**src/rtl/eew_pkg.sv**
```systemverilog
package eew_pkg;
  localparam int unsigned BYTE_W = 8;
  localparam logic [3:0] DEV_TAG = 4'b1010;

  typedef enum logic [2:0] {
    ST_IDLE,
    ST_SHIFT,
    ST_ACK,
    ST_HOLD,
    ST_SKIP
  } state_e;

  typedef enum logic [1:0] {
    FLD_DEV,
    FLD_REG,
    FLD_DATA
  } field_e;
endpackage

```
**src/rtl/eew_bus_sync.sv**
```systemverilog
module eew_bus_sync #(
  parameter int unsigned SYNC_STAGES = 2
) (
  input  logic clk_i,
  input  logic rst_ni,
  input  logic scl_i,
  input  logic sda_i,
  output logic sda_o,
  output logic scl_rise_o,
  output logic scl_fall_o,
  output logic start_o,
  output logic stop_o
);
  logic [SYNC_STAGES-1:0] scl_sr, sda_sr;
  logic scl_q, sda_q;
  logic scl_s, sda_s;

  assign scl_s = scl_sr[SYNC_STAGES-1];
  assign sda_s = sda_sr[SYNC_STAGES-1];

  always_ff @(posedge clk_i or negedge rst_ni) begin
    if (!rst_ni) begin
      scl_sr <= '1;
      sda_sr <= '1;
      scl_q  <= 1'b1;
      sda_q  <= 1'b1;
    end else begin
      scl_sr <= {scl_sr[SYNC_STAGES-2:0], scl_i};
      sda_sr <= {sda_sr[SYNC_STAGES-2:0], sda_i};
      scl_q  <= scl_s;
      sda_q  <= sda_s;
    end
  end

  assign sda_o      = sda_s;
  assign scl_rise_o = scl_s & ~scl_q;
  assign scl_fall_o = ~scl_s & scl_q;
  // data edges while the clock stays high frame a transfer
  assign start_o    = scl_s & scl_q & sda_q & ~sda_s;
  assign stop_o     = scl_s & scl_q & ~sda_q & sda_s;
endmodule

```
**src/rtl/eew_frame.sv**
```systemverilog
module eew_frame
  import eew_pkg::*;
#(
  parameter int unsigned ADDR_W = 4
) (
  input  logic              clk_i,
  input  logic              rst_ni,
  input  logic              sda_i,
  input  logic              scl_rise_i,
  input  logic              scl_fall_i,
  input  logic              start_i,
  input  logic              stop_i,
  input  logic              busy_i,
  output logic              sda_pull_o,
  output logic              wr_en_o,
  output logic [ADDR_W-1:0] wr_addr_o,
  output logic [BYTE_W-1:0] wr_data_o
);
  localparam int unsigned CNT_W = $clog2(BYTE_W + 1);

  state_e             state_q;
  field_e             field_q;
  logic [CNT_W-1:0]   bit_cnt_q;
  logic [BYTE_W-1:0]  shreg_q;
  logic [ADDR_W-1:0]  reg_q;
  logic [BYTE_W-1:0]  data_q;
  logic               byte_done;
  logic               dev_match;

  assign byte_done = scl_fall_i && (bit_cnt_q == CNT_W'(BYTE_W));
  assign dev_match = (shreg_q[BYTE_W-1 -: 4] == DEV_TAG) && !shreg_q[0];

  always_ff @(posedge clk_i or negedge rst_ni) begin
    if (!rst_ni) begin
      state_q    <= ST_IDLE;
      field_q    <= FLD_DEV;
      bit_cnt_q  <= '0;
      shreg_q    <= '0;
      reg_q      <= '0;
      data_q     <= '0;
      sda_pull_o <= 1'b0;
      wr_en_o    <= 1'b0;
      wr_addr_o  <= '0;
      wr_data_o  <= '0;
    end else begin
      wr_en_o <= 1'b0;
      if (busy_i) begin
        state_q    <= ST_IDLE;
        sda_pull_o <= 1'b0;
      end else if (start_i) begin
        state_q    <= ST_SHIFT;
        field_q    <= FLD_DEV;
        bit_cnt_q  <= '0;
        sda_pull_o <= 1'b0;
      end else if (stop_i) begin
        if (state_q == ST_HOLD) begin
          wr_en_o   <= 1'b1;
          wr_addr_o <= reg_q;
          wr_data_o <= data_q;
        end
        state_q    <= ST_IDLE;
        sda_pull_o <= 1'b0;
      end else begin
        unique case (state_q)
          ST_SHIFT: begin
            if (scl_rise_i) begin
              shreg_q   <= {shreg_q[BYTE_W-2:0], sda_i};
              bit_cnt_q <= bit_cnt_q + 1'b1;
            end else if (byte_done) begin
              unique case (field_q)
                FLD_DEV: begin
                  state_q    <= dev_match ? ST_ACK : ST_SKIP;
                  sda_pull_o <= dev_match;
                end
                FLD_REG: begin
                  reg_q      <= shreg_q[ADDR_W-1:0];
                  state_q    <= ST_ACK;
                  sda_pull_o <= 1'b1;
                end
                default: begin
                  data_q     <= shreg_q;
                  state_q    <= ST_ACK;
                  sda_pull_o <= 1'b1;
                end
              endcase
            end
          end
          ST_ACK: begin
            if (scl_fall_i) begin
              sda_pull_o <= 1'b0;
              bit_cnt_q  <= '0;
              unique case (field_q)
                FLD_DEV: begin field_q <= FLD_REG;  state_q <= ST_SHIFT; end
                FLD_REG: begin field_q <= FLD_DATA; state_q <= ST_SHIFT; end
                default: state_q <= ST_HOLD;
              endcase
            end
          end
          default: ;
        endcase
      end
    end
  end
endmodule

```
**src/rtl/eew_busy_timer.sv**
```systemverilog
module eew_busy_timer #(
  parameter int unsigned WRITE_CYCLES = 500000
) (
  input  logic clk_i,
  input  logic rst_ni,
  input  logic load_i,
  output logic busy_o
);
  localparam int unsigned CW = $clog2(WRITE_CYCLES + 1);
  logic [CW-1:0] cnt_q;

  always_ff @(posedge clk_i or negedge rst_ni) begin
    if (!rst_ni)            cnt_q <= '0;
    else if (load_i)        cnt_q <= CW'(WRITE_CYCLES);
    else if (cnt_q != '0)   cnt_q <= cnt_q - 1'b1;
  end

  assign busy_o = (cnt_q != '0);
endmodule

```
**src/rtl/eew_wr_slave.sv**
```systemverilog
module eew_wr_slave #(
  parameter int unsigned DEPTH        = 16,
  parameter int unsigned WRITE_CYCLES = 500000,
  parameter int unsigned SYNC_STAGES  = 2,
  localparam int unsigned ADDR_W      = $clog2(DEPTH)
) (
  input  logic              clk_i,
  input  logic              rst_ni,
  input  logic              scl_i,
  input  logic              sda_i,
  output logic              sda_pull_o,
  output logic              wr_en_o,
  output logic [ADDR_W-1:0] wr_addr_o,
  output logic [7:0]        wr_data_o,
  output logic              busy_o
);
  logic sda_s, scl_rise, scl_fall, start_det, stop_det;

  eew_bus_sync #(.SYNC_STAGES(SYNC_STAGES)) i_sync (
    .clk_i      (clk_i),
    .rst_ni     (rst_ni),
    .scl_i      (scl_i),
    .sda_i      (sda_i),
    .sda_o      (sda_s),
    .scl_rise_o (scl_rise),
    .scl_fall_o (scl_fall),
    .start_o    (start_det),
    .stop_o     (stop_det)
  );

  eew_frame #(.ADDR_W(ADDR_W)) i_frame (
    .clk_i      (clk_i),
    .rst_ni     (rst_ni),
    .sda_i      (sda_s),
    .scl_rise_i (scl_rise),
    .scl_fall_i (scl_fall),
    .start_i    (start_det),
    .stop_i     (stop_det),
    .busy_i     (busy_o),
    .sda_pull_o (sda_pull_o),
    .wr_en_o    (wr_en_o),
    .wr_addr_o  (wr_addr_o),
    .wr_data_o  (wr_data_o)
  );

  eew_busy_timer #(.WRITE_CYCLES(WRITE_CYCLES)) i_timer (
    .clk_i  (clk_i),
    .rst_ni (rst_ni),
    .load_i (wr_en_o),
    .busy_o (busy_o)
  );
endmodule

```
**config.mk**
```make
export PLATFORM = sky130hd
export DESIGN_NAME = eew_wr_slave
export DESIGN_NICKNAME = d
export VERILOG_FILES = /design/src/rtl/eew_pkg.sv /design/src/rtl/eew_bus_sync.sv /design/src/rtl/eew_frame.sv /design/src/rtl/eew_busy_timer.sv /design/src/rtl/eew_wr_slave.sv
export SDC_FILE = /design/constraint.sdc
export NUM_CORES = 1
export LEC_CHECK = 0
export BUFFER_PORTS_ARGS = -buffer_cell sky130_fd_sc_hd__buf_2
export CORE_MARGIN = 4
export CORE_UTILIZATION = 30
export DETAILED_ROUTE_END_ITERATION = 16
export PLACE_DENSITY = 0.46
export RECOVER_POWER = 25
export SLEW_MARGIN = 10
export SYNTH_ARGS = -nofsm -noshare
export SYNTH_HDL_FRONTEND = slang
export SYNTH_SLANG_ARGS = --single-unit
```
**constraint.sdc**
```tcl
create_clock -name clk_i -period 5.07 [get_ports clk_i]
set_input_delay 1.014 -clock clk_i [delete_from_list [all_inputs] [get_ports clk_i]]
set_output_delay 1.014 -clock clk_i [all_outputs]
set_load 0.03 [all_outputs]
```
* Word level (Yosys, flattened, before mapping)
Cells that the tools add are included.
** Storage, ports and cells
- Flip-flop bits (word level) :: 68
** Cells by class
- Add/subtract/negate cells :: 2
- Equal/unequal tests :: 12
- Muxes and demuxes :: 34
- Bitwise logic cells :: 16
- Reduce and logical (&&, ||, !) cells :: 19
** Operators with widths (count)
- 19-bit 2-to-1 mux :: 2
- 3-bit 2-to-1 mux :: 8
- 19-bit nonzero test :: 1
- 19-bit by 1-bit subtractor with 19-bit output, second input constant :: 1
- 4-bit 2-to-1 mux :: 4
- 5-bit AND reduction :: 3
- 7-bit AND reduction :: 2
- 1-bit 2-to-1 mux :: 11
- 2-bit 2-to-1 mux :: 5
- 5-bit by 2-bit inequality test with 1-bit output, second input constant :: 2
- 1-bit inverter :: 9
- 4-bit equality test, second input constant :: 2
- 4-bit case mux with 2 select lines :: 1
- 4-bit AND reduction :: 2
- 1-bit bitwise AND :: 7
- 3-bit by 2-bit equality test with 1-bit output, second input constant :: 2
- 3-bit by 1-bit inequality test with 1-bit output, second input constant :: 2
- 3-bit case mux with 2 select lines :: 1
- 2-bit nonzero test :: 3
- 3-bit nonzero test :: 2
- 5-bit inequality test, second input constant :: 1
- 5-bit nonzero test :: 1
- 4-bit by 1-bit adder with 4-bit output, second input constant :: 1
- 2-bit case mux with 2 select lines :: 1
- other kinds (8) :: 9

* Longest topological paths before layout
- Word-level depth :: 10
- Depth in mapped cells :: 8
- Gate-level depth less buffers :: 6

* Hierarchy
From an unflattened synthesis, not the netlist that was laid out.
** Second synthesis, totals
- Cells, all modules :: 261
- Area, all modules :: 3134.3 um2
** Modules (own cells, without submodules)
- eew_frame :: times used 1, cells an instance 133, area an instance 1839.3 um2
- eew_busy_timer :: times used 1, cells an instance 118, area an instance 1104.8 um2
- eew_bus_sync :: times used 1, cells an instance 10, area an instance 190.2 um2

* Worst setup path after synthesis
Ideal clock, no wire load.
- Kind :: reg-to-output
- From :: reg i_timer.cnt_q[0]
- To :: out busy_o
- Arrival time :: 1531 ps
- Path slack :: 2525 ps
- Stages on the path, launching flop included :: 6
- Buffers on the path :: 0
- Cell sequence :: dfrtp_1 > inv_1 > ha_1 > or4b_1 > nor2_1 > nand2_1
** Between the ends
- Longest elaborated chain between the ends :: 1
** RTL lines
- start: declaration :: RTL line eew_busy_timer.sv:10 : logic [CW-1:0] cnt_q;
- start signal: assignment :: RTL line eew_busy_timer.sv:14 : else if (load_i) cnt_q <= CW'(WRITE_CYCLES);
- start signal: assignment :: RTL line eew_busy_timer.sv:15 : else if (cnt_q != '0) cnt_q <= cnt_q - 1'b1;
- 19-bit nonzero test :: RTL line eew_busy_timer.sv:18 : assign busy_o = (cnt_q != '0);
- end: declaration :: RTL line eew_wr_slave.sv:15 : output logic busy_o
No other way between the ends.

* Worst setup path after layout
Ends and elaborated chain as after synthesis.

==> Implementation_results.wiki <==
{| class="wikitable"
! Metric !! Value
|-
| Antenna violations before repair || 0
|-
| Cell area after synthesis || 3220 µm²
|-
| Dominant cell type by area after synthesis || dfrtp_1
|-
| Class of the tightest hold or removal check || reg -> reg
|-
| Floorplan die area || 12500 µm²
|-
| Clock tree root driver cell || clkbuf_8
|-
| Total length of routed wires || 6.45 mm
|-
| Number of levels the H-tree was split into || 3
|-
| Postcts setup bufs || 0
|-
| Tcrit/Tclk final || 62.9%
|-
| Source of the worst hold timing path || i_sync.sda_sr[0]
|-
| Gate family responsible for the most delay along the worst path || simple AND/OR/NAND/NOR gates
|-
| Die outline width || 112 µm
|-
| Avg Vias per Cell || 4.97
|-
| Number of nets in the finished design || 300
|-
| Total congestion overflow || 0
|-
| Nature of the critical path startpoint || register
|-
| All-layer global routing usage || 11.2%
|-
| FF-to-FF Start || i_timer.cnt_q[0]
|-
| Syn Nets || 277
|-
| Worst path setup slack after routing || 1.88 ns
|-
| Count of buffering cells on the critical path with inverters included || 2
|-
| Cell with the largest stage delay on the worst path || or4b_1
|-
| Total count of max-transition violations in the final report || 0
|-
| Number of placed I/O pins || 19
|-
| Peak ir drop on the vdd network || 155 µV
|-
| Synth warn || 0
|-
| Fmax || 314 MHz
|-
| Maximum number of buffers from clock root to sink || 2
|-
| Standard-cell row count || 37
|-
| Peak per-stage delay on the critical path || 0.53 ns
|-
| Kind of end point of the critical path || output port
|-
| Cell area power density || 422 nW/µm²
|-
| Final non-filler cell area || 3670 µm²
|-
| Launch point of the critical path || i_timer.cnt_q[0]
|-
| Area of the multi-input gates || 1430 µm²
|-
| TritonCTS clock tree || done
|-
| Count of flip-flops with a built-in enable after synthesis || 0
|-
| Flip-flop and latch count after synthesis || 68
|-
| Synthesis-to-layout area growth || 14.0%
|-
| Largest net degree at the start of global routing || 69
|-
| Total Negative Setup Slacks || 0 ns
|-
| Die extent in y || 112 µm
|-
| Gate count of the mapped netlist || 270
|-
| Mean instance size in the synthesized netlist || 11.9 µm²
|-
| Iteration count of the initial detailed-routing pass || 4
|-
| Clk_lat worst skew || 0.34 ns
|-
| Share of synthesized area occupied by flip-flops and latches || 53.1%
|-
| Distinct cell type count of the synthesized netlist || 53
|-
| Post-route antenna net violation count || 0
|-
| Port Buf Inserts || 18
|-
| Highest net fanout along the worst path || 4
|-
| Unrepaired setup endpoints after global routing || false
|-
| Cell breakdown of the critical path || inv_1 -> ha_1 -> or4b_1 -> nor2_1 -> nand2_1 -> buf_2
|-
| Top_reg_cell synth || dfrtp_1
|-
| Half-perimeter wire length after placement || 4.34 mm
|-
| Run status || finished, final reports clean
|-
| Filler cell count || 1058
|-
| Resized Gates After CTS || 0
|-
| Number of buffers added by the clock tree synthesis step || 9
|-
| Final hold violations || 0
|-
| First-pass GRT wire length || 11.2 mm
|-
| FFs w/ async S/R, synth || 100%
|-
| Critical path class || reg -> out
|-
| Area of all sequential standard cells || 1710 µm²
|-
| Drc violations || 0
|-
| Count of vias placed by the detailed router || 2157
|-
| Main area contributors after synthesis || dfrtp_1 (48%), mux2_2 (13%), dfstp_2 (4.9%), nor2_1 (2.2%), nor2b_1 (2.1%)
|-
| Mean routed wirelength per cell || 14.9 µm
|-
| Placed cell area || 3450 µm²
|-
| Number of endpoints failing setup at the final stage || 0
|-
| Hold buffers post-CTS || 0
|-
| Worst-case setup slack after placement || 2.23 ns
|-
| Number of placed cells counting well taps || 418
|-
| Most used standard cell by instance count after synthesis || dfrtp_1
|-
| Post-layout minimum cycle time || 3.19 ns
|-
| Relative slew slack || 28.6%
|-
| Synth top area share || 48.2%
|-
| Vias in the first global route || 2257
|-
| Max-Cap Viols || 0
|-
| Filler-free cell count of the finished design || 434
|-
| Lkg Pwr || 1.77 nW
|-
| Initial Util || 31.0%
|-
| Required time worst endpoint || 4.06 ns
|-
| Core area || 10400 µm²
|-
| Routability cong. || 0.841
|-
| Final clock skew || 0.0140 ns
|-
| Total power after layout || 1.55 mW
|-
| Leading post-synthesis cells by instance count || dfrtp_1 (62), mux2_2 (38), nor2_1 (19)
|-
| Fraction of final layout cells sized beyond drive strength 1 || 30.2%
|-
| Clock transition at path regs || 0.08 ns
|-
| Final antenna diode count || 0
|-
| Worst-margin pin slew || 1.06 ns
|-
| Critical Path AT || 2.18 ns
|-
| Number of DRC violations after detailed-routing iteration 0 || 131
|-
| CTS sink count || 68
|}
-- flip-flops by register name, indices dropped and copies added, names as in the netlist, 2 cells and up --
name,flops
i_timer.cnt_q,19
i_frame.bit_cnt_q,4
i_frame.data_q,8
i_frame.shreg_q,8
i_frame.field_q,2
i_frame.reg_q,4
i_frame.wr_data_o,8
i_sync.scl_sr,2
i_sync.sda_sr,2
i_frame.wr_addr_o,4
i_frame.state_q,3
-- cells by family (layout without fill, tap and decap cells) --
family	Yosys count	count (layout)	share of synthesized area, %
AO/OA/AOI/OAI	39	39	8.24
buffers and inverters	17	45	2.45
AND/OR/NAND/NOR	98	98	19.7
adder cells (fa/ha/maj)	3	3	1.17
multiplexers	43	43	14.8
flip-flops	68	68	53.1
XOR/XNOR	2	2	0.544
-- per-layer routing --
metal | routed length [µm] | GRT usage (%)
met5 | 0 | 0
met4 | 60 | 3.41
met3 | 211 | 3.32
met2 | 3060 | 17.9
met1 | 3110 | 14.6
-- cell usage in the layout, fill, tap and decap left out, drive strengths merged, types with 2 or more instances in the layout --
cell,Yosys,final
nand4,3,3
a2111oi,2,2
nor3,9,9
o31ai,6,6
clkbuf,1,9
mux2i,5,5
o211ai,2,2
nor2,19,19
and4,3,3
xnor2,2,2
a21oi,11,11
clkinv,0,2
or3b,2,2
nor2b,11,11
nor4,5,5
or4,6,6
dfrtp,62,62
nand2b,5,5
ha,3,3
o21ai,4,4
buf,6,19
inv,10,12
dfstp,6,6
nand3b,2,2
nor3b,5,5
nand3,6,6
bufinv,0,2
nor4b,3,3
mux2,38,38
a211oi,4,4
or2,3,3
nand2,11,11
-- area by class of cell --
class,count,share of cell area [%]
sequential,68,46.6
clock buffer,9,3.38
tap,136,4.64
multi-input combinational,185,39.0
inverter,10,1.02
clock inverter,7,2.69
timing repair buffer,19,2.66
-- power by group --
part | switching (mW) | leakage (nW) | internal (mW)
Sequential | 0.0289 | 0.926 | 0.586
Combinational | 0.229 | 0.734 | 0.203
Clock | 0.220 | 0.110 | 0.280
-- final timing paths --
kind / endpoint / slack [ns] / depth (start not counted)
max reg2reg: i_frame.wr_data_o[2] / 2.30 / 6
max: busy_o / 1.88 / 6
min: i_sync.sda_sr[1] / 0.36 / 0
min in group asynchronous: i_timer.cnt_q[6] / 0.85 / 2
min reg2reg: i_sync.sda_sr[1] / 0.36 / 0
max in group asynchronous: i_frame.bit_cnt_q[0] / 3.62 / 2
-- metrics by stage --
| stage | hold WS, ns | utilization (%) |
|---|---|---|
| finish | 0.362 | 35.4 |
| global route | 0.375 | 35.4 |
| CTS | 0.358 | 35.4 |
| detailed placement | 0.347 | 33.2 |
| global placement | 0.346 | 33.2 |
| floorplan | 0.345 | - |
(Power assumes the default switching activity.)
